==> src/rtl/crc_pkg.sv <==
package crc_pkg;

  localparam int unsigned CRC_W  = 32;
  localparam int unsigned DATA_W = 32;
  localparam int unsigned NUM_BW = 3;

  typedef enum logic [1:0] {
    POLY_ETH  = 2'd0,
    POLY_CAST = 2'd1,
    POLY_C16  = 2'd2,
    POLY_RSV  = 2'd3
  } poly_e;

  typedef enum logic [1:0] {
    BEAT_B8  = 2'd0,
    BEAT_H16 = 2'd1,
    BEAT_W32 = 2'd2,
    BEAT_RSV = 2'd3
  } beat_e;

  function automatic logic [CRC_W-1:0] poly_coef(poly_e p);
    case (p)
      POLY_CAST: poly_coef = 32'h82F6_3B78;
      POLY_C16:  poly_coef = 32'h0000_8408;
      default:   poly_coef = 32'hEDB8_8320;
    endcase
  endfunction

  function automatic logic [CRC_W-1:0] poly_seed(poly_e p);
    poly_seed = (p == POLY_C16) ? 32'h0000_FFFF : 32'hFFFF_FFFF;
  endfunction

endpackage

==> src/rtl/crc_cfg.sv <==
module crc_cfg
  import crc_pkg::*;
(
  input  logic  clk_i,
  input  logic  rst_ni,
  input  logic  init_i,
  input  poly_e poly_i,
  input  beat_e width_i,
  output logic  active_o,
  output poly_e poly_o,
  output beat_e width_o
);

  always_ff @(posedge clk_i or negedge rst_ni) begin
    if (!rst_ni) begin
      active_o <= 1'b0;
      poly_o   <= POLY_ETH;
      width_o  <= BEAT_B8;
    end else if (init_i) begin
      active_o <= 1'b1;
      poly_o   <= poly_i;
      width_o  <= width_i;
    end
  end

  // selects frozen between initialise pulses
  a_r8_cfg_frozen: assert property (@(posedge clk_i) disable iff (!rst_ni)
    (active_o && !init_i) |=> ($stable(poly_o) && $stable(width_o)));

endmodule

==> src/rtl/crc_fold.sv <==
module crc_fold
  import crc_pkg::*;
#(
  parameter int unsigned CW = CRC_W,
  parameter int unsigned DW = DATA_W
) (
  input  logic [CW-1:0] crc_i,
  input  logic [DW-1:0] data_i,
  input  poly_e         poly_i,
  input  beat_e         width_i,
  output logic [CW-1:0] crc_o
);

  logic [CW-1:0] coef;
  logic [CW-1:0] res [NUM_BW];

  assign coef = poly_coef(poly_i);

  // one unrolled LSB-first fold per beat size
  for (genvar g = 0; g < NUM_BW; g++) begin : g_bw
    localparam int unsigned NB = 8 << g;
    always_comb begin
      logic [CW-1:0] c;
      c = crc_i;
      for (int b = 0; b < NB; b++) begin
        c = (c >> 1) ^ ({CW{c[0] ^ data_i[b]}} & coef);
      end
      res[g] = c;
    end
  end

  always_comb begin
    case (width_i)
      BEAT_B8:  crc_o = res[0];
      BEAT_H16: crc_o = res[1];
      default:  crc_o = res[2];
    endcase
  end

endmodule

==> src/rtl/crc_acc.sv <==
module crc_acc
  import crc_pkg::*;
#(
  parameter int unsigned CW = CRC_W
) (
  input  logic          clk_i,
  input  logic          rst_ni,
  input  logic          init_i,
  input  logic          load_i,
  input  poly_e         seed_poly_i,
  input  poly_e         act_poly_i,
  input  logic          active_i,
  input  logic [CW-1:0] next_i,
  output logic [CW-1:0] crc_o
);

  always_ff @(posedge clk_i or negedge rst_ni) begin
    if (!rst_ni)      crc_o <= '0;
    else if (init_i)  crc_o <= poly_seed(seed_poly_i);
    else if (load_i)  crc_o <= next_i;
  end

  // 16-bit polynomial never sets the upper half
  a_r9_upper_zero: assert property (@(posedge clk_i) disable iff (!rst_ni)
    (active_i && act_poly_i == POLY_C16) |-> (crc_o[CW-1:16] == '0));

endmodule

==> src/rtl/crc_engine.sv <==
module crc_engine
  import crc_pkg::*;
(
  input  logic              clk_i,
  input  logic              rst_ni,
  input  logic              init_i,
  input  logic              valid_i,
  input  logic [DATA_W-1:0] data_i,
  input  logic [1:0]        width_i,
  input  logic [1:0]        poly_i,
  output logic [CRC_W-1:0]  crc_o,
  output logic              ready_o
);

  poly_e             poly_q;
  beat_e             width_q;
  logic              active_q;
  logic [CRC_W-1:0]  crc_q;
  logic [CRC_W-1:0]  crc_nxt;
  logic              take;

  crc_cfg u_cfg (
    .clk_i    (clk_i),
    .rst_ni   (rst_ni),
    .init_i   (init_i),
    .poly_i   (poly_e'(poly_i)),
    .width_i  (beat_e'(width_i)),
    .active_o (active_q),
    .poly_o   (poly_q),
    .width_o  (width_q)
  );

  crc_fold #(.CW(CRC_W), .DW(DATA_W)) u_fold (
    .crc_i   (crc_q),
    .data_i  (data_i),
    .poly_i  (poly_q),
    .width_i (width_q),
    .crc_o   (crc_nxt)
  );

  // init wins over a coincident beat
  assign take = valid_i && active_q && !init_i;

  crc_acc #(.CW(CRC_W)) u_acc (
    .clk_i       (clk_i),
    .rst_ni      (rst_ni),
    .init_i      (init_i),
    .load_i      (take),
    .seed_poly_i (poly_e'(poly_i)),
    .act_poly_i  (poly_q),
    .active_i    (active_q),
    .next_i      (crc_nxt),
    .crc_o       (crc_q)
  );

  assign crc_o   = crc_q;
  assign ready_o = active_q;

  // seed follows the select seen with the pulse
  a_r2_seed: assert property (@(posedge clk_i) disable iff (!rst_ni)
    init_i |=> (ready_o && crc_o == (($past(poly_i) == 2'd2) ? 32'h0000_FFFF : 32'hFFFF_FFFF)));

  // nothing moves before the first initialise
  a_r7_idle_ignore: assert property (@(posedge clk_i) disable iff (!rst_ni)
    (!ready_o && !init_i) |=> $stable(crc_o));

  // accumulator holds without a beat
  a_r10_hold: assert property (@(posedge clk_i) disable iff (!rst_ni)
    (!init_i && !valid_i) |=> $stable(crc_o));

  // ready never drops once raised
  a_r1_ready_sticky: assert property (@(posedge clk_i) disable iff (!rst_ni)
    ready_o |=> ready_o);

endmodule

==> config.mk <==
export PLATFORM = sky130hd
export DESIGN_NAME = crc_engine
export DESIGN_NICKNAME = d
export VERILOG_FILES = /design/src/rtl/crc_pkg.sv /design/src/rtl/crc_cfg.sv /design/src/rtl/crc_fold.sv /design/src/rtl/crc_acc.sv /design/src/rtl/crc_engine.sv
export SDC_FILE = /design/constraint.sdc
export NUM_CORES = 1
export LEC_CHECK = 0
export CELL_PAD_IN_SITES_DETAIL_PLACEMENT = 1
export CELL_PAD_IN_SITES_GLOBAL_PLACEMENT = 1
export CORE_MARGIN = 2
export CORE_UTILIZATION = 25
export DETAILED_ROUTE_END_ITERATION = 8
export DONT_BUFFER_PORTS = 1
export HOLD_SLACK_MARGIN = 0.12
export PLACE_DENSITY = 0.51
export SYNTH_ARGS = -nofsm -noshare
export SYNTH_HDL_FRONTEND = slang
export SYNTH_SLANG_ARGS = --single-unit
==> constraint.sdc <==
create_clock -name clk_i -period 7.95 [get_ports clk_i]
set_input_delay 0.795 -clock clk_i [delete_from_list [all_inputs] [get_ports clk_i]]
set_output_delay 0.795 -clock clk_i [all_outputs]
set_load 0.05 [all_outputs]
==> qor.txt <==
Status - finished clean
Sequential element share of the synthesized area - 7.64%
Dpl hpwl - 45800 microns
Final Hold Vio Count - 0
Required @ worst endpoint - 8.16 ns
Post-route ant nets - 0
Clock Tree Root - clkbuf_16
Drt first pass iters - 5
Worst Max-Slew Pin Slew - 1.25 ns
Top FF cell, synth - dfrtp_1
FMAX - 131 MHz
Vias - 11.1k
Final period util - 96.1%
Width of the die - 224 microns
CTS HTree Levels - 2
Slew Limit Fails - 0
Worst r2r src - u_cfg.poly_o[1]
Crit-path leading delay family - XOR/XNOR gates
Number of I/O port buffers - 0
Flop-to-flop setup slack - 0.31 ns
WP depth - 27
R2R depth - 27
Chip height - 224 microns
Synth top cells by count - 353 x xnor2_1, 158 x nand2_1, 142 x nor2_1, 132 x xor2_1, 88 x a21oi_1
GRT Util Overall - 22.1%
Wire per inst - 25.5 microns
Fillcell total - 5630
I/O pin cnt - 73
Area taken by multi-input logic gates - 10900 sq um
Top-count cell post-synth - xnor2_1
Gate Count Post-Synth - 1478
First-pass GRT wire length - 81400 microns
Seq. cell area - 927 sq um
Setup CP Type - flop to flop
Setup violations, final - 0
Share of post-route cells with drive strength above 1 - 20.2%
Unrepaired setup endpoints after global routing - no
CP max FO - 13
GR Overflow Total - 0
Flops & latches, synth - 37
Clock period minus final worst setup slack - 7.64 ns
CP startpoint kind - flop
Reg2reg end - u_acc.crc_o[17]
Synth top area cells - xnor2_1 26%, xnor3_1 11%, xor2_1 9.5%
Post-synth EDFFs - 0
Die area - 50200 sq um
Hold WC Path Type - primary input to async pin
Async set or reset register ratio after synthesis - 100%
Starting Density - 25.4%
Max Cap Viol - 0
Post-synthesis area per instance - 8.20 sq um
Antenna violations before repair - 1
Syn Nets - 1520
CTS buffer count - 5
Synth Cell Area - 12100 sq um
Worst-path clk slew - 0.06 ns
Critical path's slowest cell - xor3_2
Yosys warnings - 0
Netlist cell types - 92
Worst-case clock skew - 0.00418 ns
Slew margin rel. - 16.4%
# nets final - 1627
Leading area contributor after synthesis - xnor2_1
Largest net degree at the start of global routing - 59
CP Capture Type - flop
# DRC - 0
Total Neg Setup Slack - 0 ns
Rows - 80
Area fraction of the dominant cell type after synthesis - 25.5%
Vias per cell - 5.05
CP bufs+invs - 5
Final WL - 56200 microns
Crit path largest cell delay - 0.54 ns
Clk Latency, worst-skew pair - 0.29 ns
Core footprint - 47700 sq um
CTS tree - done
Vias in the first global route - 11.5k
Clock Sinks - 37
Max clock buf depth - 2
Starting DRC count in detailed routing - 749
P&R area growth vs syn - 18.6%
Most Frequent Cell on Critical Path - xnor2_4
Routability cong. - 0.854
Arr. time, crit path - 7.84 ns
[what timing repair did]
item | CTS | global route
setup endpoints to repair | 2 | 29
resized for setup | 1 | 36
buffers inserted | 0 | 6
pin swaps | 0 | 3
hold buffers | 0 | 0
cloned | 0 | 0
[final cells by class]
cell class | instances | area share [%]
Inverter | 13 | 0.340
Multi-Input combinational cell | 1337 | 76.2
Clock inverter | 3 | 0.479
Tap cell | 615 | 5.36
Clock buffer | 5 | 0.871
Timing Repair Buffer | 191 | 10.3
Sequential cell | 37 | 6.45
Antenna cell | 1 | 0.0174
[placed cells by master (no fill, tap or decap), types with 7 or more instances in the layout]
master,Yosys,layout
a211oi_1,15,11
a21oi_1,88,87
and2_1,16,15
and3_1,7,7
buf_4,2,186
dfrtp_1,37,36
inv_1,10,10
mux2_2,12,12
mux2i_1,21,19
nand2_1,158,158
nand2b_1,9,9
nand3_1,24,24
nand4_1,10,10
nor2_1,142,140
nor3_1,15,14
o211ai_1,16,16
o21ai_0,52,51
o21ai_1,12,12
o22ai_1,21,21
or2_2,7,7
xnor2_1,353,345
xnor2_2,19,26
xnor3_1,60,57
xnor3_2,6,9
xor2_1,132,131
xor3_1,8,7
[stage by stage]
step                      instance area [sq um]  utilization, %  instances  hold WS [ns]  setup slack, ns
after floorplan                           12100               -       1478         0.499            0.447
after global placement                    13900            29.2       2187         0.500          -0.0353
after detailed placement                  13900            29.2       2187         0.501           -0.107
after CTS                                 14100            29.6       2195         0.193           0.0652
after global routing                      14400            30.1       2201         0.182          0.00571
final                                     14400            30.1       2202         0.191            0.312
[flip-flops by register name, summed over array words and instances, names as in the netlist]
signal          flops
u_cfg.width_o       2
u_cfg.active_o      1
u_cfg.poly_o        2
u_acc.crc_o        32
[cells by family (layout without fill, tap and decap cells)]
group,count (synthesis),count (layout),share of synthesized area [%]
AND/OR/NAND/NOR,439,439,16.8
XOR/XNOR,589,589,53.6
other,0,1,0
multiplexers,39,39,3.82
flip-flops,37,37,7.64
adder cells (fa/ha/maj),2,2,0.207
AO/OA/AOI/OAI,268,268,14.1
buffers and inverters,104,212,3.72
[layer usage]
metal / part of all wire [%] / GRT usage, % / vias to the layer above
li1: - / - / 5212
met1: 47 / 31.1 / 5587
met2: 45 / 35.7 / 284
met3: 6.5 / 4.25 / 38
met4: 1.6 / 3.38 / 0
met5: 0 / 0 / -
[how the worst max path moves through the flow]
stage	start	to	slack (ns)
6_report	u_cfg.poly_o[1]	u_acc.crc_o[17]	0.31
3_3_place_gp	data_i[2]	u_acc.crc_o[0]	-0.04
3_5_place_dp	data_i[0]	u_acc.crc_o[0]	-0.11
2_1_floorplan	data_i[2]	u_acc.crc_o[17]	0.45
5_1_grt	u_cfg.poly_o[1]	u_acc.crc_o[21]	0.006
4_1_cts	u_cfg.poly_o[1]	u_acc.crc_o[25]	0.07
Power is left out: the tool's default activity adds up to more than one toggle a clock period on the data nets, which glitch-free logic cannot reach.
